## config.mk

```make
export PLATFORM = sky130hd
export DESIGN_NAME = acc_alu_slice
export DESIGN_NICKNAME = d
export VERILOG_FILES = /design/src/rtl/acc_alu_pkg.sv /design/src/rtl/acc_alu_decode.sv /design/src/rtl/acc_alu_logic.sv /design/src/rtl/acc_alu_addr.sv /design/src/rtl/acc_alu_slice.sv
export SDC_FILE = /design/constraint.sdc
export NUM_CORES = 1
export LEC_CHECK = 0
export BUFFER_PORTS_ARGS = -buffer_cell sky130_fd_sc_hd__buf_2
export CORE_MARGIN = 2
export CORE_UTILIZATION = 50
export CTS_BUF_LIST = sky130_fd_sc_hd__clkbuf_8
export DETAILED_ROUTE_END_ITERATION = 6
export PLACE_DENSITY = 0.82
export SYNTH_ARGS = -nofsm -noshare
export SYNTH_HDL_FRONTEND = slang
export SYNTH_SLANG_ARGS = --single-unit
```

## constraint.sdc

```tcl
create_clock -name clk_i -period 2.4 [get_ports clk_i]
set_clock_uncertainty 0.05 [all_clocks]
set_input_delay 0 -clock clk_i [delete_from_list [all_inputs] [get_ports clk_i]]
set_output_delay 0 -clock clk_i [all_outputs]
set_load 0.03 [all_outputs]
```

## src/rtl/acc_alu_pkg.sv

```systemverilog
package acc_alu_pkg;
  parameter int unsigned DW = 8;
  parameter int unsigned AW = 16;
  parameter int unsigned CW = 3;

  localparam int unsigned FLG_C = 0;
  localparam int unsigned FLG_Z = 1;
  localparam int unsigned FLG_N = 2;
  localparam int unsigned FLG_I = 3;
  localparam int unsigned FLG_H = 4;
  localparam int unsigned FLG_V = 7;

  typedef enum logic [3:0] {
    OC_NONE, OC_ADD, OC_ADC, OC_AND, OC_ASL, OC_ASR,
    OC_AIS, OC_AIX, OC_BCLR, OC_BCC, OC_BCS, OC_BEQ
  } op_cls_e;

  typedef struct packed {
    op_cls_e        cls;
    logic           shf_mem;  // shift target: 1 = operand, 0 = accumulator
    logic [2:0]     bit_n;
    logic [1:0]     len;
    logic [CW-1:0]  cyc;
  } dec_t;
endpackage

```

## src/rtl/acc_alu_decode.sv

```systemverilog
module acc_alu_decode
  import acc_alu_pkg::*;
(
  input  logic [7:0] opcode_i,
  output dec_t       dec_o
);
  always_comb begin
    dec_o = '{cls: OC_NONE, shf_mem: 1'b0, bit_n: 3'd0, len: 2'd0, cyc: '0};
    unique case (opcode_i)
      8'hAB: dec_o = '{cls: OC_ADD, shf_mem: 1'b0, bit_n: 3'd0, len: 2'd2, cyc: CW'(2)};
      8'hBB: dec_o = '{cls: OC_ADD, shf_mem: 1'b0, bit_n: 3'd0, len: 2'd2, cyc: CW'(3)};
      8'hA9: dec_o = '{cls: OC_ADC, shf_mem: 1'b0, bit_n: 3'd0, len: 2'd2, cyc: CW'(2)};
      8'hB9: dec_o = '{cls: OC_ADC, shf_mem: 1'b0, bit_n: 3'd0, len: 2'd2, cyc: CW'(3)};
      8'hA4: dec_o = '{cls: OC_AND, shf_mem: 1'b0, bit_n: 3'd0, len: 2'd2, cyc: CW'(2)};
      8'hB4: dec_o = '{cls: OC_AND, shf_mem: 1'b0, bit_n: 3'd0, len: 2'd2, cyc: CW'(3)};
      8'h48: dec_o = '{cls: OC_ASL, shf_mem: 1'b0, bit_n: 3'd0, len: 2'd1, cyc: CW'(1)};
      8'h38: dec_o = '{cls: OC_ASL, shf_mem: 1'b1, bit_n: 3'd0, len: 2'd2, cyc: CW'(4)};
      8'h47: dec_o = '{cls: OC_ASR, shf_mem: 1'b0, bit_n: 3'd0, len: 2'd1, cyc: CW'(1)};
      8'h37: dec_o = '{cls: OC_ASR, shf_mem: 1'b1, bit_n: 3'd0, len: 2'd2, cyc: CW'(4)};
      8'hA7: dec_o = '{cls: OC_AIS, shf_mem: 1'b0, bit_n: 3'd0, len: 2'd2, cyc: CW'(2)};
      8'hAF: dec_o = '{cls: OC_AIX, shf_mem: 1'b0, bit_n: 3'd0, len: 2'd2, cyc: CW'(2)};
      8'h24: dec_o = '{cls: OC_BCC, shf_mem: 1'b0, bit_n: 3'd0, len: 2'd2, cyc: CW'(3)};
      8'h25: dec_o = '{cls: OC_BCS, shf_mem: 1'b0, bit_n: 3'd0, len: 2'd2, cyc: CW'(3)};
      8'h27: dec_o = '{cls: OC_BEQ, shf_mem: 1'b0, bit_n: 3'd0, len: 2'd2, cyc: CW'(3)};
      default: begin
        // bit clear: high nibble 1, odd low nibble; bits [3:1] select the bit
        if (opcode_i[7:4] == 4'h1 && opcode_i[0])
          dec_o = '{cls: OC_BCLR, shf_mem: 1'b1, bit_n: opcode_i[3:1], len: 2'd2, cyc: CW'(4)};
      end
    endcase
  end
endmodule

```

## src/rtl/acc_alu_logic.sv

```systemverilog
module acc_alu_logic
  import acc_alu_pkg::*;
#(
  parameter int unsigned W = DW
) (
  input  op_cls_e      cls_i,
  input  logic         shf_mem_i,
  input  logic [2:0]   bit_n_i,
  input  logic [W-1:0] a_i,
  input  logic [W-1:0] m_i,
  input  logic [7:0]   ccr_i,
  output logic [W-1:0] acc_o,
  output logic [W-1:0] mem_o,
  output logic [7:0]   ccr_o
);
  localparam int unsigned NIB = W / 2;

  logic [W-1:0] clr_mask;
  genvar gi;
  generate
    for (gi = 0; gi < W; gi++) begin : g_mask
      assign clr_mask[gi] = (bit_n_i != 3'(gi));
    end
  endgenerate

  logic         cin;
  logic [W:0]   sum;
  logic [NIB:0] nib;
  logic [W-1:0] opnd, res;
  logic         upd_nz;

  assign cin  = (cls_i == OC_ADC) ? ccr_i[FLG_C] : 1'b0;
  assign sum  = {1'b0, a_i} + {1'b0, m_i} + {{W{1'b0}}, cin};
  assign nib  = {1'b0, a_i[NIB-1:0]} + {1'b0, m_i[NIB-1:0]} + {{NIB{1'b0}}, cin};
  assign opnd = shf_mem_i ? m_i : a_i;

  always_comb begin
    acc_o  = a_i;
    mem_o  = m_i;
    ccr_o  = ccr_i;
    res    = '0;
    upd_nz = 1'b0;
    unique case (cls_i)
      OC_ADD, OC_ADC: begin
        res          = sum[W-1:0];
        acc_o        = res;
        upd_nz       = 1'b1;
        ccr_o[FLG_C] = sum[W];
        ccr_o[FLG_H] = nib[NIB];
        ccr_o[FLG_V] = (a_i[W-1] == m_i[W-1]) && (res[W-1] != a_i[W-1]);
      end
      OC_AND: begin
        res          = a_i & m_i;
        acc_o        = res;
        upd_nz       = 1'b1;
        ccr_o[FLG_V] = 1'b0;
      end
      OC_ASL: begin
        res          = {opnd[W-2:0], 1'b0};
        upd_nz       = 1'b1;
        ccr_o[FLG_C] = opnd[W-1];
        ccr_o[FLG_V] = res[W-1] ^ opnd[W-1];
        if (shf_mem_i) mem_o = res;
        else           acc_o = res;
      end
      OC_ASR: begin
        res          = {opnd[W-1], opnd[W-1:1]};
        upd_nz       = 1'b1;
        ccr_o[FLG_C] = opnd[0];
        ccr_o[FLG_V] = res[W-1] ^ opnd[0];
        if (shf_mem_i) mem_o = res;
        else           acc_o = res;
      end
      OC_BCLR: mem_o = m_i & clr_mask;
      default: ;
    endcase
    if (upd_nz) begin
      ccr_o[FLG_N] = res[W-1];
      ccr_o[FLG_Z] = (res == '0);
    end
  end
endmodule

```

## src/rtl/acc_alu_addr.sv

```systemverilog
module acc_alu_addr
  import acc_alu_pkg::*;
#(
  parameter int unsigned W  = DW,
  parameter int unsigned AWD = AW
) (
  input  op_cls_e        cls_i,
  input  logic [1:0]     len_i,
  input  logic [W-1:0]   imm_i,
  input  logic [AWD-1:0] hx_i,
  input  logic [AWD-1:0] sp_i,
  input  logic [AWD-1:0] pc_i,
  input  logic           c_i,
  input  logic           z_i,
  output logic [AWD-1:0] hx_o,
  output logic [AWD-1:0] sp_o,
  output logic [AWD-1:0] pc_o
);
  localparam int unsigned EXT = AWD - W;

  logic [AWD-1:0] sext, seq_pc, tgt_pc;
  logic           taken;

  assign sext   = {{EXT{imm_i[W-1]}}, imm_i};
  assign seq_pc = pc_i + AWD'(len_i);
  assign tgt_pc = seq_pc + sext;  // branch length is 2, so seq_pc = PC+2

  always_comb begin
    unique case (cls_i)
      OC_BCC:  taken = !c_i;
      OC_BCS:  taken = c_i;
      OC_BEQ:  taken = z_i;
      default: taken = 1'b0;
    endcase
  end

  always_comb begin
    hx_o = hx_i;
    sp_o = sp_i;
    pc_o = taken ? tgt_pc : seq_pc;
    if (cls_i == OC_AIS) sp_o = sp_i + sext;
    if (cls_i == OC_AIX) hx_o = hx_i + sext;
  end
endmodule

```

## src/rtl/acc_alu_slice.sv

```systemverilog
module acc_alu_slice
  import acc_alu_pkg::*;
(
  input  logic          clk_i,
  input  logic          rst_ni,
  input  logic          valid_i,
  input  logic [7:0]    opcode_i,
  input  logic [DW-1:0] acc_i,
  input  logic [DW-1:0] mem_i,
  input  logic [AW-1:0] hx_i,
  input  logic [AW-1:0] sp_i,
  input  logic [AW-1:0] pc_i,
  input  logic [7:0]    ccr_i,
  output logic          done_o,
  output logic [DW-1:0] acc_o,
  output logic [DW-1:0] mem_o,
  output logic [AW-1:0] hx_o,
  output logic [AW-1:0] sp_o,
  output logic [AW-1:0] pc_o,
  output logic [7:0]    ccr_o,
  output logic [CW-1:0] cyc_o
);
  dec_t          dec;
  logic [DW-1:0] acc_d, mem_d;
  logic [AW-1:0] hx_d, sp_d, pc_d;
  logic [7:0]    ccr_d;

  acc_alu_decode u_dec (.opcode_i(opcode_i), .dec_o(dec));

  acc_alu_logic #(.W(DW)) u_logic (
    .cls_i(dec.cls), .shf_mem_i(dec.shf_mem), .bit_n_i(dec.bit_n),
    .a_i(acc_i), .m_i(mem_i), .ccr_i(ccr_i),
    .acc_o(acc_d), .mem_o(mem_d), .ccr_o(ccr_d)
  );

  acc_alu_addr #(.W(DW), .AWD(AW)) u_addr (
    .cls_i(dec.cls), .len_i(dec.len), .imm_i(mem_i),
    .hx_i(hx_i), .sp_i(sp_i), .pc_i(pc_i),
    .c_i(ccr_i[FLG_C]), .z_i(ccr_i[FLG_Z]),
    .hx_o(hx_d), .sp_o(sp_d), .pc_o(pc_d)
  );

  always_ff @(posedge clk_i or negedge rst_ni) begin
    if (!rst_ni) begin
      done_o <= 1'b0;
      acc_o  <= '0;
      mem_o  <= '0;
      hx_o   <= '0;
      sp_o   <= '0;
      pc_o   <= '0;
      ccr_o  <= '0;
      cyc_o  <= '0;
    end else begin
      done_o <= valid_i;
      if (valid_i) begin
        acc_o <= acc_d;
        mem_o <= mem_d;
        hx_o  <= hx_d;
        sp_o  <= sp_d;
        pc_o  <= pc_d;
        ccr_o <= ccr_d;
        cyc_o <= dec.cyc;
      end
    end
  end

  AST_DONE_AFTER_VALID: assert property (@(posedge clk_i) disable iff (!rst_ni)
    done_o |-> $past(valid_i));
  AST_I_FLAG_KEPT: assert property (@(posedge clk_i) disable iff (!rst_ni)
    done_o |-> (ccr_o[FLG_I] == $past(ccr_i[FLG_I])) && (ccr_o[6:5] == $past(ccr_i[6:5])));
  AST_PTR_CCR_KEPT: assert property (@(posedge clk_i) disable iff (!rst_ni)
    (done_o && ($past(opcode_i) == 8'hA7 || $past(opcode_i) == 8'hAF)) |-> ccr_o == $past(ccr_i));
  AST_AND_V_CLEAR: assert property (@(posedge clk_i) disable iff (!rst_ni)
    (done_o && ($past(opcode_i) == 8'hA4 || $past(opcode_i) == 8'hB4)) |-> !ccr_o[FLG_V]);
  AST_BRANCH_CYCLES: assert property (@(posedge clk_i) disable iff (!rst_ni)
    (done_o && ($past(opcode_i) == 8'h24 || $past(opcode_i) == 8'h25 || $past(opcode_i) == 8'h27))
      |-> cyc_o == CW'(3));
  AST_BCLR_ONE_BIT: assert property (@(posedge clk_i) disable iff (!rst_ni)
    (done_o && $past(opcode_i[7:4]) == 4'h1 && $past(opcode_i[0]))
      |-> ($countones($past(mem_i) ^ mem_o) <= 1) && ((mem_o & ~$past(mem_i)) == '0)
          && ccr_o == $past(ccr_i));
  AST_UNSUPPORTED_PC: assert property (@(posedge clk_i) disable iff (!rst_ni)
    (done_o && cyc_o == '0) |-> pc_o == $past(pc_i) && acc_o == $past(acc_i));
endmodule

```

==> summary.txt <==
Logic synthesis
  • Post-synthesis register bit count: 76
  • Yosys top cell area share: 0.273
  • Synthesized cell area: 0.00696 mm2
  • Post-synth EDFFs: 0
  • Dominant cells by area after synthesis: dfrtp_1 (27%), ha_1 (9.9%), a21oi_1 (6.4%), nor2_1 (5.4%), xnor2_1 (5.3%)
  • Synth unique cells: 79
  • Largest area contributor in the netlist: dfrtp_1
  • Mean Syn Cell Area: ~8.2 um2
  • Synthesis Warnings: 0
  • Asr flop ratio synth: 1.00
  • Primary FF master, synth: dfrtp_1
  • Seq/Total Area, Yosys: 0.273
  • Syn_nets: 997
  • Syn Inst Count: 853

Clock network
  • Clock transition at path regs: approximately 0.09 ns
  • Clk buf depth: 2
  • CTS root buf: clkbuf_8
  • Clk Latency, worst-skew pair: approximately 0.37 ns
  • Clock Sink Count: 76
  • CTS tree: done
  • CTS buffer count: 9
  • CTS H-tree lvls: 3

Power and ir drop
  • Peak VDD IR: about 0.31 mV
  • Power Dens Cells: between 400 and 500 mW/mm2
  • Leak: just under 0.005 uW
  • Tot Pwr: 4580 uW

Place
  • Post-Place Cell Area: roughly 0.0091 mm2
  • Place WS: -1.83 ns
  • Placed Cells: ~1300
  • Post-DP HPWL: 16700 um
  • Number of I/O port buffers: around 160
  • GP Congestion: between 0.9 and 1

Cells and area
  • Util after Layout: 0.786
  • Final Instance Area: ~0.011 mm2
  • Antenna Cells: 0
  • Synth-to-layout area growth: 54.9%
  • Layout Nets: 1356
  • Layout Cells excl Fill: approximately 1400
  • Proportion of layout cells with a drive suffix above 1: 0.413

Timing
  • Tightest Pin Transition: a little over 1 ns
  • Slew Viols, Final: 0
  • Min Tclk post-route: between 3 and 4 ns
  • Final hold viol count: 0
  • Fmax: between 200 and 300 MHz
  • Final Worst Setup Slack: -1.55 ns
  • RSZ-0062 raised after global routing: yes
  • Fin crit share: 1.65
  • Final Setup Violations: 26
  • Slew headroom: 0.329

GRT
  • GR Util met3: 0.0529
  • All-Layer GR Usage: 0.323
  • Vias in the first global route: a little under 8000
  • GRT Residual Overflow: 0
  • Gr busiest metal: met2
  • Met2 usage: 0.553
  • Initial antenna violation count: 1
  • Met1 Usage GRT: 0.403
  • First-pass GRT wire length: 38100 um
  • Pin count of the biggest net entering global routing: 77

Job
  • Max-cap violations: 0

Routing
  • Vias per std cell: between 5 and 6
  • DRT Wirelength: between 20000 and 30000 um
  • Detail Route Antenna Nets: 0
  • Initial drt markers: between 700 and 800
  • DRT Pass-1 Iters: 5
  • DRC viols: 0
  • DR vias: 8253
  • WL/cell: between 15 and 20 um

Floorplanning
  • Total die area: about 0.015 mm2
  • # rows: 43
  • IO Pins: about 160
  • Core area: 0.0137 mm2
  • Die X: about 120 um
  • Initial Util: 0.507
  • Die H: about 120 um

Critical path
  • Critical path type: input port to flip-flop
  • Slowest-stage cell, CP: or4b_4
  • Critical Path RT: 2.62 ns
  • Worst setup EP type: flip-flop
  • Crit path max fanout: 3
  • Crit-path max cell delay: about 0.54 ns
  • CP Launch Type: input port
  • WP data arrival: around 4.2 ns
  • Worst path cell trace: buf_6 -> or4b_4 -> o32ai_4 -> a311o_1 -> a31oi_2 -> nand2_2 -> inv_2 -> fa_2 -> or3b_4 -> nor2_2 -> xor2_2 -> ha_1 -> nand4_1 -> or2_4 -> or3_4 -> a31oi_4 -> xor2_1 -> nand2_1 -> xnor2_1 -> mux2_2

Status
  • Status: complete, but fails checks
  • Violated checks: negative setup slack

Min path
  • Hold crit path type: input port to flip-flop
## layout by cell type, fill, tap and decap left out, drive strengths merged, types with 21 or more instances in the layout
cell type	count
nor2	101
dfrtp	76
a31oi	28
dlygate4sd3	39
nor3	23
buf	348
mux2i	21
inv	36
nand3	23
o21ai	41
xnor2	42
ha	55
a21oi	90
nand2	75
## what timing repair did
item / 4_1_cts / 5_1_grt
pin swaps: 67 / 77
setup buffers: 26 / 18
gates resized for setup: 88 / 85
setup endpoints to repair: 26 / 32
hold buffers: 39 / 0
hold endpoints to repair: 114 / 0
## cell families after synthesis
| group | synth area share |
|---|---|
| flip-flops | 0.273 |
| AO/OA/AOI/OAI | 0.231 |
| XOR/XNOR | 0.0742 |
| multiplexers | 0.0501 |
| buffers and inverters | 0.0439 |
| adder cells (fa/ha/maj) | 0.116 |
| AND/OR/NAND/NOR | 0.211 |
## synth_stat cells, types with 7 or more instances
cell,n
nor2_1,100
a21oi_1,89
dfrtp_1,76
nand2_1,74
ha_1,55
xnor2_1,42
o21ai_0,40
inv_1,34
a31oi_1,28
clkbuf_1,25
nand3_1,23
nor3_1,22
mux2i_1,21
xor2_1,17
nand2b_1,14
nor2b_1,12
a21o_1,11
mux2_2,11
o22ai_1,10
or3_1,10
and3_1,7
buf_2,7
o31ai_1,7
## per-layer routing
metal,vias up,part of all wire
li1,3821,-
met1,3864,0.39
met4,2,0.037
met2,472,0.49
met3,94,0.079
met5,-,0.00067
## registers in the layout, summed over array words and instances (netlist names)
register	count
acc_o	8
ccr_o	8
cyc_o	3
done_o	1
hx_o	16
mem_o	8
pc_o	16
sp_o	16
## per-stage QoR
stage	hold slack, ns	TNS (ns)
global placement	0.173	-30.94
CTS	0.00261	-17.16
floorplan	-0.346	-19.54
detailed placement	0.165	-32.72
global route	0.0422	-24.87
finish	0.0128	-20.98
## worst max-delay path: cells and delay by family
| family | cells | cell delay, ns |
|---|---|---|
| AOI/OAI and AO/OA | 4 | 0.61 |
| adders and majority gates | 2 | 0.65 |
| muxes | 1 | 0.28 |
| and+or+nand+nor | 8 | 2.08 |
| xor gates and xnor gates | 3 | 0.40 |
| buffers and inverters | 2 | 0.14 |
## power breakdown
group          internal [uW]  leakage (uW)  switching [uW]
Sequential              1410      0.000864            71.0
Combinational            975       0.00394            1210
Clock                    372     0.0000906             547
Total                   2750       0.00490            1820
## final timing paths
kind | from | to | slack [ns] | cells past startpoint
setup / recovery | opcode_i[4] | pc_o[15]$_DFFE_PN0P_ | -1.55 | 20
hold / removal | sp_i[1] | sp_o[1]$_DFFE_PN0P_ | 0.01 | 4
setup reg to reg | sp_o[14]$_DFFE_PN0P_ | sp_o[14]$_DFFE_PN0P_ | 1.43 | 3
hold reg to reg | hx_o[10]$_DFFE_PN0P_ | hx_o[10]$_DFFE_PN0P_ | 0.44 | 1
max in group asynchronous | rst_ni | pc_o[1]$_DFFE_PN0P_ | 1.36 | 2
min in group asynchronous | rst_ni | ccr_o[0]$_DFFE_PN0P_ | 0.23 | 2
## area by class of cell
class                   count  area (um2)
multi-input cells         704        5540
fillers                   922        2930
repair buffers            387        2830
flip-flops and latches     76        1900
well taps                 180         225
inverters                  34         128
clock buffers               9         124
clock inverters             7        43.8
No activity file was read; power rests on OpenSTA's default activity.
